==> src/rtl/intc_pkg.sv <==
package intc_pkg;

    localparam int DW     = 32;
    localparam int SRC_LO = 1;
    localparam int SRC_HI = 29;
    localparam int NSRC   = SRC_HI - SRC_LO + 1;
    localparam int IDX_W  = $clog2(DW);

    localparam int SUM_ANY  = 0;
    localparam int SUM_MIX  = 30;
    localparam int SUM_LOW  = 31;

    typedef logic [DW-1:0] word_t;

    typedef enum logic {
        SEL_CAUSE = 1'b0,
        SEL_MASK  = 1'b1
    } reg_sel_e;

    typedef struct packed {
        logic             valid;
        logic [IDX_W-1:0] idx;
    } pend_t;

    function automatic word_t src_field();
        word_t f;
        f = '0;
        for (int i = SRC_LO; i <= SRC_HI; i++) f[i] = 1'b1;
        return f;
    endfunction

    function automatic word_t mix_group();
        word_t f;
        f = '0;
        for (int i = 1; i <= 20; i++) f[i] = 1'b1;
        for (int i = 26; i <= 29; i++) f[i] = 1'b1;
        return f;
    endfunction

    function automatic word_t low_group();
        word_t f;
        f = '0;
        for (int i = 1; i <= 25; i++) f[i] = 1'b1;
        return f;
    endfunction

    function automatic word_t compose_cause(input word_t raw);
        word_t r;
        r = raw & src_field();
        r[SUM_ANY] = |(raw & src_field());
        r[SUM_MIX] = |(raw & mix_group());
        r[SUM_LOW] = |(raw & low_group());
        return r;
    endfunction

endpackage

==> src/rtl/intc_edge_detect.sv <==
module intc_edge_detect #(
    parameter int W = 8
) (
    input  logic         clk,
    input  logic         rst,
    input  logic [W-1:0] lvl,
    output logic [W-1:0] rise
);
    logic [W-1:0] lvl_q;

    always_ff @(posedge clk) begin
        if (rst) lvl_q <= '0;
        else     lvl_q <= lvl;
    end

    assign rise = lvl & ~lvl_q;
endmodule

==> src/rtl/intc_cause_reg.sv <==
module intc_cause_reg
    import intc_pkg::*;
(
    input  logic  clk,
    input  logic  rst,
    input  word_t set_vec,
    input  logic  clr_en,
    input  word_t clr_data,
    output word_t raw
);
    word_t raw_q;
    word_t keep;
    word_t raw_d;

    always_comb begin
        keep  = clr_en ? (raw_q & clr_data) : raw_q;
        raw_d = (set_vec | keep) & src_field();
    end

    always_ff @(posedge clk) begin
        if (rst) raw_q <= '0;
        else     raw_q <= raw_d;
    end

    assign raw = raw_q;
endmodule

==> src/rtl/intc_prio_enc.sv <==
module intc_prio_enc
    import intc_pkg::*;
#(
    parameter int LO = SRC_LO,
    parameter int HI = SRC_HI
) (
    input  word_t pend,
    output pend_t sel
);
    always_comb begin
        sel = '0;
        for (int k = HI; k >= LO; k--) begin
            if (pend[k]) begin
                sel.valid = 1'b1;
                sel.idx   = IDX_W'(k);
            end
        end
    end
endmodule

==> src/rtl/intc_cause_mask.sv <==
module intc_cause_mask
    import intc_pkg::*;
(
    input  logic                      clk,
    input  logic                      rst,
    input  logic [intc_pkg::NSRC-1:0] src_in,
    input  logic                      reg_sel,
    input  logic                      reg_we,
    input  logic [intc_pkg::DW-1:0]   reg_wdata,
    output logic [intc_pkg::DW-1:0]   reg_rdata,
    output logic                      cpu_irq,
    output logic                      pend_valid,
    output logic [intc_pkg::IDX_W-1:0] pend_idx
);
    logic [NSRC-1:0] rise;
    word_t rise_word;
    word_t cause_raw;
    word_t mask_q;
    word_t pend_word;
    pend_t pend_sel;
    logic  wr_cause;
    logic  wr_mask;

    intc_edge_detect #(.W(NSRC)) u_edge (
        .clk  (clk),
        .rst  (rst),
        .lvl  (src_in),
        .rise (rise)
    );

    always_comb begin
        rise_word = '0;
        for (int k = 0; k < NSRC; k++) rise_word[k + SRC_LO] = rise[k];
    end

    assign wr_cause = reg_we && (reg_sel_e'(reg_sel) == SEL_CAUSE);
    assign wr_mask  = reg_we && (reg_sel_e'(reg_sel) == SEL_MASK);

    intc_cause_reg u_cause (
        .clk      (clk),
        .rst      (rst),
        .set_vec  (rise_word),
        .clr_en   (wr_cause),
        .clr_data (reg_wdata),
        .raw      (cause_raw)
    );

    always_ff @(posedge clk) begin
        if (rst)          mask_q <= '0;
        else if (wr_mask) mask_q <= reg_wdata & src_field();
    end

    assign pend_word = cause_raw & mask_q & src_field();

    intc_prio_enc #(.LO(SRC_LO), .HI(SRC_HI)) u_prio (
        .pend (pend_word),
        .sel  (pend_sel)
    );

    assign cpu_irq    = |pend_word;
    assign pend_valid = pend_sel.valid;
    assign pend_idx   = pend_sel.idx;

    always_comb begin
        if (reg_sel_e'(reg_sel) == SEL_MASK) reg_rdata = mask_q;
        else                                 reg_rdata = compose_cause(cause_raw);
    end
endmodule

==> config.mk <==
export PLATFORM = sky130hd
export DESIGN_NAME = intc_cause_mask
export DESIGN_NICKNAME = d
export VERILOG_FILES = /design/src/rtl/intc_pkg.sv /design/src/rtl/intc_edge_detect.sv /design/src/rtl/intc_cause_reg.sv /design/src/rtl/intc_prio_enc.sv /design/src/rtl/intc_cause_mask.sv
export SDC_FILE = /design/constraint.sdc
export NUM_CORES = 1
export LEC_CHECK = 0
export BUFFER_PORTS_ARGS = -buffer_cell sky130_fd_sc_hd__buf_4
export CORE_ASPECT_RATIO = 0.7
export CORE_MARGIN = 8
export CORE_UTILIZATION = 54
export CTS_BUF_LIST = sky130_fd_sc_hd__clkbuf_8
export DETAILED_ROUTE_END_ITERATION = 8
export PLACE_DENSITY = 0.82
export REMOVE_ABC_BUFFERS = 1
export SKIP_CTS_REPAIR_TIMING = 1
export SLEW_MARGIN = 20
export SYNTH_ARGS = -nofsm -noshare
export SYNTH_HDL_FRONTEND = slang
export SYNTH_SLANG_ARGS = --single-unit
==> constraint.sdc <==
create_clock -name clk -period 1.7 [get_ports clk]
set_clock_uncertainty 0.2 [all_clocks]
set_input_delay 0.17 -clock clk [delete_from_list [all_inputs] [get_ports clk]]
set_output_delay 0.17 -clock clk [all_outputs]
set_load 0.05 [all_outputs]
* Word-level counts from Yosys, hierarchy flattened
Cells that the tools add are included.
** Storage, ports and cells
- Bits in latches :: 0
- Bits in writable memories :: 0
- Output and inout port bits :: 39
- Register bits after elaboration :: 87
- Memory bits (read-only) :: 0
- Memories :: 0
** Operators by class
- Bitwise gates (word level) :: 6
- Div/mod/pow operators :: 0
- $mul :: 0
- Reduce and logical (&&, ||, !) cells :: 6
- Equality and inequality tests :: 0
- Mux-type cells :: 31
- Add/subtract/negate cells :: 0
- Order comparisons :: 0
- Shift-type cells :: 0
** Operators by type and width (count)
- 6-bit 2-to-1 mux :: 29
- 30-bit bitwise AND :: 2
- 29-bit OR reduction :: 2
- 32-bit 2-to-1 mux :: 1
- 30-bit 2-to-1 mux :: 1
- 30-bit OR :: 1
- 29-bit bitwise AND :: 1
- 29-bit inverter :: 1
- 25-bit OR reduction :: 1
- 24-bit OR reduction :: 1
- 1-bit logical AND :: 2
- 1-bit inverter :: 1

* Depth between registers and ports, before layout
- Depth after elaboration :: 30
- Depth in mapped cells :: 6
- Mapped depth without buffers :: 5

* Hierarchy
From an unflattened synthesis, not the netlist that was laid out.
** Second synthesis, totals
- Cells, all modules :: 495
- Area total of the unflattened synthesis :: 4310.4 um^2
** Modules (own cells, without submodules)
- intc_cause_mask :: area each 1691.6 um^2, instances 1, seq. area each 580.6 um^2, cells an instance 217
- intc_cause_reg :: area each 1214.9 um^2, instances 1, seq. area each 580.6 um^2, cells an instance 126
- intc_edge_detect :: area each 1063.5 um^2, instances 1, seq. area each 580.6 um^2, cells an instance 90
- intc_prio_enc :: area each 340.3 um^2, instances 1, seq. area each 0.0 um^2, cells an instance 62

* Worst setup path after synthesis
OpenSTA, ideal clock, no wires.
- Path kind :: register to output
- Start :: register u_cause.raw_q[3] (netlist: u_cause.raw[3])
- End :: output pend_idx[4] (netlist name)
- Cell stages (with the launch flop) :: 6
- Arrival time :: 1.791 ns
- Path buffers :: 0
- Path slack :: -0.461 ns
- Data required time :: 1.330 ns
- Cells stage by stage :: dfxtp_1 -> a22o_1 -> nor2b_2 -> nand3_1 -> nor3_2 -> nor2b_1
** Between the ends
- Cells in the longest elaborated chain, start to end :: 4
** Ends and longest elaborated chain
- from (decl) :: line intc_cause_reg.sv:11 : word_t raw_q;
- from (signal assigned) :: line intc_cause_reg.sv:22 : else raw_q <= raw_d;
- 30-bit bitwise AND :: line intc_cause_mask.sv:53 : assign pend_word = cause_raw & mask_q & src_field();
- 6-bit 2-to-1 mux (3 in a row) :: line intc_prio_enc.sv:13 : if (pend[k]) begin
- to (decl) :: line intc_cause_mask.sv:13 : output logic [intc_pkg::IDX_W-1:0] pend_idx
Every way passes these cells.

* Final worst setup path
- Start :: register mask_q[25]
- End :: output pend_idx[2] (netlist name)
** Between the ends
- Cells in the longest elaborated chain, start to end :: 26
** Ends and longest elaborated chain
- from (decl) :: line intc_cause_mask.sv:18 : word_t mask_q;
- from (signal assigned) :: line intc_cause_mask.sv:50 : else if (wr_mask) mask_q <= reg_wdata & src_field();
- 30-bit bitwise AND :: line intc_cause_mask.sv:53
- 6-bit 2-to-1 mux (25 in a row) :: line intc_prio_enc.sv:13
Every way passes these cells.

==> reports/summary.txt <==
===============================================================================================
Largest fanout of any net on the critical path                                                2
Top cells by area, synth                                                           sky130_fd_sc_hd__dfxtp_1 46%, sky130_fd_sc_hd__a21oi_1 8.9%, sky130_fd_sc_hd__mux2_2 8.7%
Total congestion overflow                                                                     0
Chip Height                                                                             85.9 um
Rows                                                                                         25
Post-layout utilization of the core                                                       89.9%
Type of the tightest min-delay check                                               primary input to flip-flop
Total clock buffers created by CTS                                                            9
Quantity of I/O buffers inserted on ports                                                   100
Most used flip-flop cell after synthesis                                           sky130_fd_sc_hd__dfxtp_1
Unrepaired setup endpoints after global routing                                            true
Vias                                                                                      4,333
Signed area change from the synthesized netlist to the final layout                       61.1%
CTS H-tree depth                                                                              3
Clk Latency, worst-skew pair                                                             370 ps
Hold slack final                                                                       -6.81 ps
Iteration count of the initial detailed-routing pass                                          5
Last weighted congestion value of the routability-driven placer                           0.893
Commonest cells in the synthesized netlist                                         87 x sky130_fd_sc_hd__dfxtp_1, 86 x sky130_fd_sc_hd__nand2_1, 67 x sky130_fd_sc_hd__a21oi_1
Cell with the most instances after synthesis                                       sky130_fd_sc_hd__dfxtp_1
Initial Util                                                                              55.8%
Wire length per cell after detailed routing                                             19.2 um
Result of the run                                                                  complete, but fails checks
Fill cell total of the finished layout                                                      303
Final period util                                                                          141%
Initial antenna violation count                                                               0
Overall track demand over capacity in global routing                                      23.1%
Power per unit of standard cell area                                                836 nW/um^2
Detailed-route DRC error count                                                                0
Synthesis Warnings                                                                            0
Post-placement cell area                                                              5050 um^2
Worst max-slew margin expressed relative to the limit                                     68.0%
Number of antenna repair diodes                                                               0
Largest net degree at the start of global routing                                            40
I/O pin count                                                                               104
Die boundary width                                                                       116 um
Mean instance size in the synthesized netlist                                         8.59 um^2
Post-detail-place hpwl                                                                  8750 um
Sequential fraction of the synthesis area                                                 46.2%
Floorplan Core Area                                                                   6760 um^2
Cell accounting for the most synthesized area                                      sky130_fd_sc_hd__dfxtp_1
Number of antenna-violating nets in the routed design                                         0
Category of the worst setup path launch point                                         flip-flop
Root Driver                                                                        sky130_fd_sc_hd__clkbuf_8
Post-layout nets                                                                            715
Count of flip-flops with a built-in enable after synthesis                                    0
DRT Wirelength                                                                        14,400 um
Iteration-0 DRC Markers                                                                     404
Worst path required time                                                                1330 ps
Synthesis-stage register bit count                                                           87
Crit path arrival time                                                                  2030 ps
# setup viols final                                                                          11
Post-placement setup slack                                                              -268 ps
Mapped Cells                                                                                439
Final count of hold timing violations                                                         1
Post-route setup slack                                                                  -702 ps
Lkg Pwr                                                                                 2.65 nW
Number of maximum-capacitance violations                                                      0
Top cell type's share of synthesized area                                                 46.2%
Number of vias per cell after detailed routing                                             5.79
Kind of critical path                                                              flip-flop to output pin
Clock tree from TritonCTS                                                                 built
Wire length of the first global-routing pass                                          18,300 um
Measured slew at the worst slew-check pin                                                476 ps
Clock input transition at the sequential cells of the worst setup and hold paths          90 ps
Clock period minus final worst setup slack                                              2400 ps
Number of sinks driven by the clock tree                                                     87
Die area                                                                              9950 um^2
Fraction of final layout cells sized beyond drive strength 1                              40.3%
Maximum ir drop on the vdd rail                                                        0.685 mV
Share of async-settable or async-resettable flops after synthesis                            0%
Synthesized area                                                                      3770 um^2
Violated checks                                                                    hold timing, setup timing
Fmax achieved                                                                           416 MHz
Total negative slack for setup checks                                                  -5220 ps
Vias in the first global route                                                            3,732
Final number of max-transition violations                                                     0
Number of buffers between clock root and the deepest sink                                     2
Number of distinct library cells after synthesis                                             36
Critical Path End Type                                                               output pin
Fin area                                                                              6070 um^2
===============================================================================================
-- cell type report --
cell class	instances	area (um^2)	share of cell area, %
Multi-Input combinational cell	328	2080	34.3
Timing Repair Buffer	223	1920	31.7
Sequential cell	87	1760	29.0
Clock buffer	10	138	2.27
Tap cell	94	118	1.94
Clock inverter	6	45.0	0.742
Inverter	1	3.75	0.0618
-- worst paths after layout --
| kind | startpoint | endpoint | slack [ps] | depth (start not counted) |
|---|---|---|---|---|
| hold / removal | rst | u_edge.lvl_q[1] | -7 | 2 |
| setup / recovery | mask_q[25] | pend_idx[2] | -700 | 6 |
| hold reg to reg | u_edge.lvl_q[8] | u_cause.raw[9] | 280 | 2 |
| setup reg to reg | u_cause.raw[2] | u_cause.raw[2] | 550 | 3 |
-- through the flow --
stage | instances | total power, W
6_report | 749 | 0.00508
2_1_floorplan | 416 | 0.00293
4_1_cts | 690 | 0.00480
5_1_grt | 749 | 0.00524
3_5_place_dp | 674 | 0.00349
3_3_place_gp | 674 | 0.00346
-- state kept, by name, indices dropped and copies added (netlist names) --
register	count
mask_q	29
u_cause.raw	29
u_edge.lvl_q	29
-- power by group --
group | switching, W | internal [W] | total, W
sequential | 0.000110 | 0.00216 | 0.00227
clock | 0.000778 | 0.000576 | 0.00135
combinational | 0.000797 | 0.000652 | 0.00145
-- layout by cell type (no fill, tap or decap), types with 2 or more instances in the layout --
master                          Yosys  final
sky130_fd_sc_hd__a21oi_1           67     64
sky130_fd_sc_hd__clkinv_4           0      2
sky130_fd_sc_hd__inv_1              1      2
sky130_fd_sc_hd__a22o_1             2      2
sky130_fd_sc_hd__a211oi_2           0      2
sky130_fd_sc_hd__o21ai_0           31     29
sky130_fd_sc_hd__nor4_2             0      2
sky130_fd_sc_hd__nand2b_1          30     30
sky130_fd_sc_hd__a22oi_2            2      6
sky130_fd_sc_hd__dfxtp_1           87     69
sky130_fd_sc_hd__buf_4              0    143
sky130_fd_sc_hd__a21oi_2            0      3
sky130_fd_sc_hd__nor2b_2            1      2
sky130_fd_sc_hd__clkinvlp_4         0      2
sky130_fd_sc_hd__a222oi_1           2      2
sky130_fd_sc_hd__dfxtp_2            0     18
sky130_fd_sc_hd__dlygate4sd3_1      0     58
sky130_fd_sc_hd__mux2_2            29     28
sky130_fd_sc_hd__nand4_1            2      2
sky130_fd_sc_hd__nor4_1             7      3
sky130_fd_sc_hd__nand3_2            0      4
sky130_fd_sc_hd__clkbuf_8           0     10
sky130_fd_sc_hd__nor2_2             0      3
sky130_fd_sc_hd__nand2_2            0      4
sky130_fd_sc_hd__and2_1             2      2
sky130_fd_sc_hd__nor4_4             0      2
sky130_fd_sc_hd__nor2b_1           31     30
sky130_fd_sc_hd__buf_12             0      2
sky130_fd_sc_hd__a32o_1             3      2
sky130_fd_sc_hd__nand2_1           86     82
sky130_fd_sc_hd__nand3_1            9      5
sky130_fd_sc_hd__buf_6              0     19
-- per-layer routing --
| metal | part of all wire (%) | up-vias | global-route usage [%] |
|---|---|---|---|
| met4 | 2.8 | 0 | 6.45 |
| met2 | 48 | 295 | 36.1 |
| met5 | 0 | - | 0 |
| met3 | 9.7 | 43 | 6.38 |
| li1 | - | 1940 | - |
| met1 | 40 | 2055 | 30.4 |
-- logic make-up (layout without fill, tap and decap cells) --
group	count (synthesis)	after routing	share of synthesized area, %
buf+inv	24	240	2.66
compound gates	120	120	18.2
mux	29	29	8.66
flops	87	87	46.2
simple gates	179	179	24.3
-- worst max-delay path, stage by stage (launching register included) --
cell	delay [ps]
sky130_fd_sc_hd__dfxtp_2	340
sky130_fd_sc_hd__a22oi_2	220
sky130_fd_sc_hd__and3_4	230
sky130_fd_sc_hd__a211oi_1	100
sky130_fd_sc_hd__o311a_1	320
sky130_fd_sc_hd__nor3b_2	250
sky130_fd_sc_hd__buf_6	200
Note: power is estimated with default switching activity, not from simulation.
